`src/rtl/dma_chan_regbank.sv`:
```
module dma_chan_regbank #(
  parameter int NCH = 8,
  parameter int AW  = 8,
  parameter int DW  = 32
) (
  input  logic              clk,
  input  logic              rst_n,
  input  logic              bus_wr,
  input  logic              bus_rd,
  input  logic [AW-1:0]     bus_addr,
  input  logic [DW-1:0]     bus_wdata,
  output logic [DW-1:0]     bus_rdata,
  input  logic [NCH-1:0]    eng_upd,
  input  logic [NCH*DW-1:0] eng_addr,
  input  logic [NCH*DW-1:0] eng_cnt,
  input  logic [NCH-1:0]    eng_err,
  input  logic [NCH-1:0]    eng_done,
  output logic [NCH-1:0]    ch_en,
  output logic [NCH-1:0]    ch_tx,
  output logic [NCH-1:0]    ch_mode1,
  output logic [NCH*4-1:0]  ch_ep,
  output logic [NCH*2-1:0]  ch_burst,
  output logic [NCH-1:0]    ch_start,
  output logic [NCH-1:0]    ch_abort,
  output logic              irq
);
  localparam int CW = 11;
  localparam int WB = AW - 4;

  logic [WB-1:0] win;
  logic [1:0]    off;
  logic          win_ok;
  logic          stat_sel;
  logic [NCH-1:0] stat_q, stat_set;
  logic [NCH-1:0][CW-1:0] ctrl_v;
  logic [NCH-1:0][DW-1:0] addr_v, cnt_v;
  logic [DW-1:0] rd_mux;

  assign win      = bus_addr[AW-1:4];
  assign off      = bus_addr[3:2];
  assign win_ok   = (int'(win) < NCH);
  assign stat_sel = (bus_addr == '0);
  assign irq      = |stat_q;

  for (genvar i = 0; i < NCH; i++) begin : g_ch
    logic          hit, wr_ctrl, wr_addr, wr_cnt;
    logic [CW-1:0] c;
    logic [DW-1:0] a, n;

    assign hit     = bus_wr && win_ok && (int'(win) == i);
    assign wr_ctrl = hit && (off == 2'd1);
    assign wr_addr = hit && (off == 2'd2);
    assign wr_cnt  = hit && (off == 2'd3);

    always_ff @(posedge clk) begin
      if (!rst_n) begin
        c           <= '0;
        a           <= '0;
        n           <= '0;
        ch_start[i] <= 1'b0;
        ch_abort[i] <= 1'b0;
      end else begin
        ch_start[i] <= wr_ctrl && bus_wdata[0];
        ch_abort[i] <= wr_ctrl && (bus_wdata[15:0] == 16'h0);
        if (wr_ctrl) begin
          c <= {bus_wdata[10:9], 1'b0, bus_wdata[7:0]};
        end else begin
          if (eng_err[i])  c[8] <= 1'b1;
          if (eng_done[i]) c[0] <= 1'b0;
        end
        if (wr_addr)         a <= bus_wdata;
        else if (eng_upd[i]) a <= eng_addr[i*DW +: DW];
        if (wr_cnt)          n <= bus_wdata;
        else if (eng_upd[i]) n <= eng_cnt[i*DW +: DW];
      end
    end

    assign ctrl_v[i]        = c;
    assign addr_v[i]        = a;
    assign cnt_v[i]         = n;
    assign stat_set[i]      = eng_done[i] && c[3];
    assign ch_en[i]         = c[0];
    assign ch_tx[i]         = c[1];
    assign ch_mode1[i]      = c[2];
    assign ch_ep[i*4 +: 4]  = c[7:4];
    assign ch_burst[i*2 +: 2] = c[10:9];


    a_r4_start_enabled: assert property (@(posedge clk) disable iff (!rst_n)
      ch_start[i] |-> ch_en[i]);

    a_r5_abort_stops: assert property (@(posedge clk) disable iff (!rst_n)
      ch_abort[i] |-> (!ch_en[i] && !ch_start[i]));

    a_r8_done_disables: assert property (@(posedge clk) disable iff (!rst_n)
      (eng_done[i] && !wr_ctrl) |=> !ch_en[i]);

    a_r7_err_sticky: assert property (@(posedge clk) disable iff (!rst_n)
      (eng_err[i] && !wr_ctrl) |=> ctrl_v[i][8]);
  end

  always_ff @(posedge clk) begin
    if (!rst_n)                 stat_q <= '0;
    else if (bus_rd && stat_sel) stat_q <= stat_set;
    else                         stat_q <= stat_q | stat_set;
  end

  always_comb begin
    rd_mux = '0;
    if (stat_sel) begin
      rd_mux[NCH-1:0] = stat_q;
    end else if (win_ok) begin
      case (off)
        2'd1:    rd_mux[CW-1:0] = ctrl_v[win];
        2'd2:    rd_mux = addr_v[win];
        2'd3:    rd_mux = cnt_v[win];
        default: rd_mux = '0;
      endcase
    end
  end

  always_ff @(posedge clk) begin
    if (!rst_n)      bus_rdata <= '0;
    else if (bus_rd) bus_rdata <= rd_mux;
  end


  a_r9_read_clears: assert property (@(posedge clk) disable iff (!rst_n)
    (bus_rd && stat_sel) |=> ((stat_q & ~$past(stat_set)) == '0));

  a_r10_irq_source: assert property (@(posedge clk) disable iff (!rst_n)
    $rose(irq) |-> $past(|stat_set));
endmodule

```
`config.mk`:
```
export PLATFORM = sky130hd
export DESIGN_NAME = dma_chan_regbank
export DESIGN_NICKNAME = d
export VERILOG_FILES = /design/src/rtl/dma_chan_regbank.sv
export SDC_FILE = /design/constraint.sdc
export NUM_CORES = 2
export LEC_CHECK = 0
export BUFFER_PORTS_ARGS = -buffer_cell sky130_fd_sc_hd__buf_4
export CORE_ASPECT_RATIO = 0.9
export CORE_MARGIN = 4
export CORE_UTILIZATION = 35
export DETAILED_ROUTE_END_ITERATION = 8
export PLACE_DENSITY = 0.6
export SLEW_MARGIN = 20
export SYNTH_ARGS = -nofsm -noshare
export SYNTH_HDL_FRONTEND = slang
export SYNTH_SLANG_ARGS = --single-unit
```
`constraint.sdc`:
```
create_clock -name clk -period 2 [get_ports clk]
set_input_delay 0.4 -clock clk [delete_from_list [all_inputs] [get_ports clk]]
set_output_delay 0.4 -clock clk [all_outputs]
set_load 0.1 [all_outputs]
```
==> impl_metrics.py <==
metrics = {
    "run_status": {
        "violations": "DRC",
        "run_status": "complete, but fails checks",
    },
    "timing": {
        "setup_ws_ns": 0.0290,
        "finClkSkew_ns": 0.0213,
        "setup_viol_count_final": 0,
        "fmax_ghz": 0.507,
        "grt_setup_unrepaired": "true",
        "relSlewSlack_pct": 48.3,
        "slew_viol_final": 0,
        "period_share_pct": 98.6,
        "timing_worst_slew_pin_value_ns": 0.755,
        "hold_violations": 0,
        "layout_min_cycle_time_ns": 1.97,
        "hold-worst-slack_ns": 0.109,
    },
    "worst_setup_path": {
        "cp_top_family": "simple AND/OR/NAND/NOR gates",
        "path_cells": "nor4_4 > nand2_2 > buf_12",
        "worstPathRequired_ns": 1.60,
        "cp_max_fo": 2,
        "cp.buffers_inverters": 1,
        "critical_path.startpoint_type": "register",
        "path_class": "register to output port",
        "end_kind": "output port",
        "timing.critical_path.slowest_stage_cell": "sky130_fd_sc_hd__dfxtp_2",
        "critical_path_arrival_ns": 1.57,
        "critical-path-max-stage-delay_ns": 0.33,
    },
    "synthesis": {
        "synthDominantCellAreaShare_pct": 38.4,
        "synthesis.instances": 3404,
        "synthMostInstantiatedCell": "sky130_fd_sc_hd__mux2i_1",
        "synth_fp_nets": 3984,
        "cell_types_with_the_largest_area_share_after_synthesis": "sky130_fd_sc_hd__dfxtp_1, sky130_fd_sc_hd__mux2i_1, sky130_fd_sc_hd__o211a_1, sky130_fd_sc_hd__nand2_1, sky130_fd_sc_hd__mux4_2",
        "ys.warnings.count": 0,
        "dominantRegCellSynth": "sky130_fd_sc_hd__dfxtp_1",
        "post_synth_most_frequent_cells": "sky130_fd_sc_hd__mux2i_1, sky130_fd_sc_hd__dfxtp_1, sky130_fd_sc_hd__nand2_1",
        "synth-edff-count": 0,
        "mapped_cell_area_mm2": 0.0342,
        "ys_types": 53,
        "synth_seq_cells": 656,
        "synth_top_cell_by_area": "sky130_fd_sc_hd__dfxtp_1",
        "synth_area_per_cell_um2": 10.1,
        "synthArstFlopShare_pct": 0,
        "synth_sequential_area_ratio_pct": 38.4,
    },
    "floorplan": {
        "core_region_area_mm2": 0.0968,
        "start_util_pct": 35.4,
        "floorplan.die_area_mm2": 0.103,
        "io_pins": 701,
        "chipHeight_um": 305,
        "count_of_standard_cell_rows": 108,
        "dieWidth_um": 338,
    },
    "place": {
        "placement.setup.worst_slack_ns": -0.504,
        "io_buffers": 700,
        "gp_routability_congestion": 0.933,
        "dp_hpwl_um": 109000,
        "placed_cells": 5184,
    },
    "cells_and_area": {
        "fillCellCount": 9237,
        "areaGrowthSynthToFinish_pct": 30.0,
        "stdcell_count": 5355,
        "finalNetCount": 4586,
        "drive_gt1_share_pct": 29.6,
    },
    "pwr": {
        "p_leak_nw": 24.9,
        "vdd_ir_drop_max_mv": 0.514,
        "power-per-cell-area_mw_per_mm2": 753,
    },
    "routing": {
        "route.detailed.wl_per_inst_um": 28.1,
        "firstDrtPassIters": 8,
        "remaining_drc_errors": 1,
        "wl_um": 151000,
        "antenna_violating_nets_post_route": 0,
        "via_per_inst": 5.65,
        "vias": 30267,
        "first_iter_violations": 3375,
    },
    "cts": {
        "tritoncts_clock_tree": "done",
        "cts_root_buf": "sky130_fd_sc_hd__clkbuf_16",
        "cts.sinks": 656,
        "clockBufferDepth": 3,
        "cts-buffers-inserted": 75,
        "cts.reportedPaths.clkPinSlew_ns": 0.06,
        "later_pin_clock_latency_in_the_skew_report_ns": 0.62,
        "h_tree_level_count": 3,
    },
    "global_routing": {
        "first_pass_grt_wire_length_um": 209000,
        "grt.overflow.total": 0,
        "grt_antenna_before_repair": 46,
        "globalRouteMet3Util_pct": 5.45,
        "use_met1_pct": 39.7,
        "via_count_of_the_first_global_routing_pass": 28403,
        "grt_start_max_net_pins": 128,
        "top_usage_layer": "met2",
        "grtUsageMet2_pct": 41.5,
        "globalRouteTotalUtil_pct": 27.8,
    },
    "worst_hold_path": {
        "hold_path_class": "input port to register",
    },
    "job": {
        "maxCapViolations": 0,
    },
}
-- per-layer routing --
metal | wire (µm) | vias up | part of all wire, %
met2 | 66200 | 1431 | 44
met5 | 109 | - | 0.072
met4 | 4690 | 18 | 3.1
met1 | 66100 | 14954 | 44
met3 | 13400 | 222 | 8.9
li1 | - | 13642 | -
-- worst register-to-register path, cell delays in order, from the launching register on --
cell and delay [ns]:
sky130_fd_sc_hd__dfxtp_1 0.32, sky130_fd_sc_hd__mux4_2 0.45, sky130_fd_sc_hd__mux2i_1 0.61, sky130_fd_sc_hd__buf_4 0.22, sky130_fd_sc_hd__o21ai_0 0.06, sky130_fd_sc_hd__and2_1 0.17
-- through the flow --
| stage | total power [mW] | TNS, ns | utilization [%] | instance area, µm² |
|---|---|---|---|---|
| after detailed placement | 20.1 | -19.33 | 43.3 | 41900 |
| after CTS | 33.7 | -0.00955 | 45.9 | 44400 |
| after floorplan | 17.4 | 0 | - | 34200 |
| after global placement | 20.1 | -12.97 | 43.3 | 41900 |
| final | 33.5 | 0 | 46.0 | 44500 |
| after global routing | 34.7 | -0.0172 | 46.0 | 44500 |
-- kinds of logic (layout without fill, tap and decap cells) --
family | after synthesis | in the layout | share of synthesized area [%]
DFF | 656 | 656 | 38.4
muxes | 780 | 780 | 26.2
AOI/OAI and AO/OA | 726 | 726 | 19.3
other | 0 | 37 | 0
and+or+nand+nor | 781 | 781 | 9.87
buffers and inverters | 461 | 1110 | 6.26
-- repair_timing --
action | CTS | global route
resized for setup | 10 | 2
hold endpoints to repair | 8 | 0
endpoints found under the setup margin | 1 | 1
pin swaps | 3 | 2
hold buffers | 8 | 0
setup buffers | 2 | 0
-- layout by cell type (no fill, tap or decap), types with 4 or more instances in the layout --
| cell type | instances |
|---|---|
| sky130_fd_sc_hd__mux2i_1 | 687 |
| sky130_fd_sc_hd__nand2_1 | 549 |
| sky130_fd_sc_hd__a22oi_1 | 46 |
| sky130_fd_sc_hd__o22ai_1 | 25 |
| sky130_fd_sc_hd__clkinv_2 | 13 |
| sky130_fd_sc_hd__a21boi_0 | 12 |
| sky130_fd_sc_hd__nand3_1 | 28 |
| sky130_fd_sc_hd__clkbuf_8 | 12 |
| sky130_fd_sc_hd__a32oi_1 | 6 |
| sky130_fd_sc_hd__buf_4 | 891 |
| sky130_fd_sc_hd__a31oi_1 | 15 |
| sky130_fd_sc_hd__mux4_2 | 93 |
| sky130_fd_sc_hd__a22o_1 | 9 |
| sky130_fd_sc_hd__and3_1 | 16 |
| sky130_fd_sc_hd__o21a_1 | 14 |
| sky130_fd_sc_hd__dfxtp_2 | 4 |
| sky130_fd_sc_hd__diode_2 | 37 |
| sky130_fd_sc_hd__nor2b_1 | 73 |
| sky130_fd_sc_hd__and3b_1 | 4 |
| sky130_fd_sc_hd__clkbuf_16 | 77 |
| sky130_fd_sc_hd__inv_1 | 8 |
| sky130_fd_sc_hd__o32ai_1 | 11 |
| sky130_fd_sc_hd__a21o_1 | 6 |
| sky130_fd_sc_hd__dlygate4sd3_1 | 8 |
| sky130_fd_sc_hd__o211a_1 | 519 |
| sky130_fd_sc_hd__nor2_1 | 49 |
| sky130_fd_sc_hd__o21ai_0 | 22 |
| sky130_fd_sc_hd__dfxtp_1 | 652 |
| sky130_fd_sc_hd__a21oi_1 | 29 |
| sky130_fd_sc_hd__nand3b_1 | 6 |
| sky130_fd_sc_hd__nand2_2 | 18 |
| sky130_fd_sc_hd__clkbuf_1 | 16 |
| sky130_fd_sc_hd__and2_1 | 13 |
| sky130_fd_sc_hd__nand4b_1 | 7 |
| sky130_fd_sc_hd__buf_12 | 74 |
-- area by class of cell --
cell class,count,area (µm²),share of cell area [%]
repair buffers,976,8290,18.6
inverters,10,37.5,0.0843
clock inverters,19,180,0.405
clock buffers,105,2150,4.84
multi-input cells,2287,19000,42.8
well taps,1265,1580,3.56
flip-flops and latches,656,13100,29.5
diodes,37,92.6,0.208
-- power breakdown --
part | total (mW) | internal (mW) | switching [mW] | leakage (nW)
Clock | 13.6 | 7.85 | 5.75 | 1.16
Combinational | 5.76 | 2.84 | 2.93 | 18.3
Sequential | 14.2 | 13.8 | 0.410 | 5.40
-- sequential cells by signal (all words and copies together) (netlist names) --
signal and count:
ch_abort 8, bus_rdata 32, g_ch.n 256, g_ch.c 88, ch_start 8, g_ch.a 256, stat_q 8
-- path summary, 6_finish.rpt --
check | from | to | slack, ns | cells past startpoint
max reg2reg | g_ch[3].n[15]$_SDFFE_PN0P_ | bus_rdata[15]$_SDFFE_PN0P_ | 0.06 | 5
min reg2reg | bus_rdata[31]$_SDFFE_PN0P_ | bus_rdata[31]$_SDFFE_PN0P_ | 0.47 | 1
max | stat_q[7]$_SDFF_PN0_ | irq | 0.03 | 3
min | eng_done[1] | g_ch[1].c[0]$_SDFFE_PN0P_ | 0.11 | 3
Power figures use the tool's default switching activity.
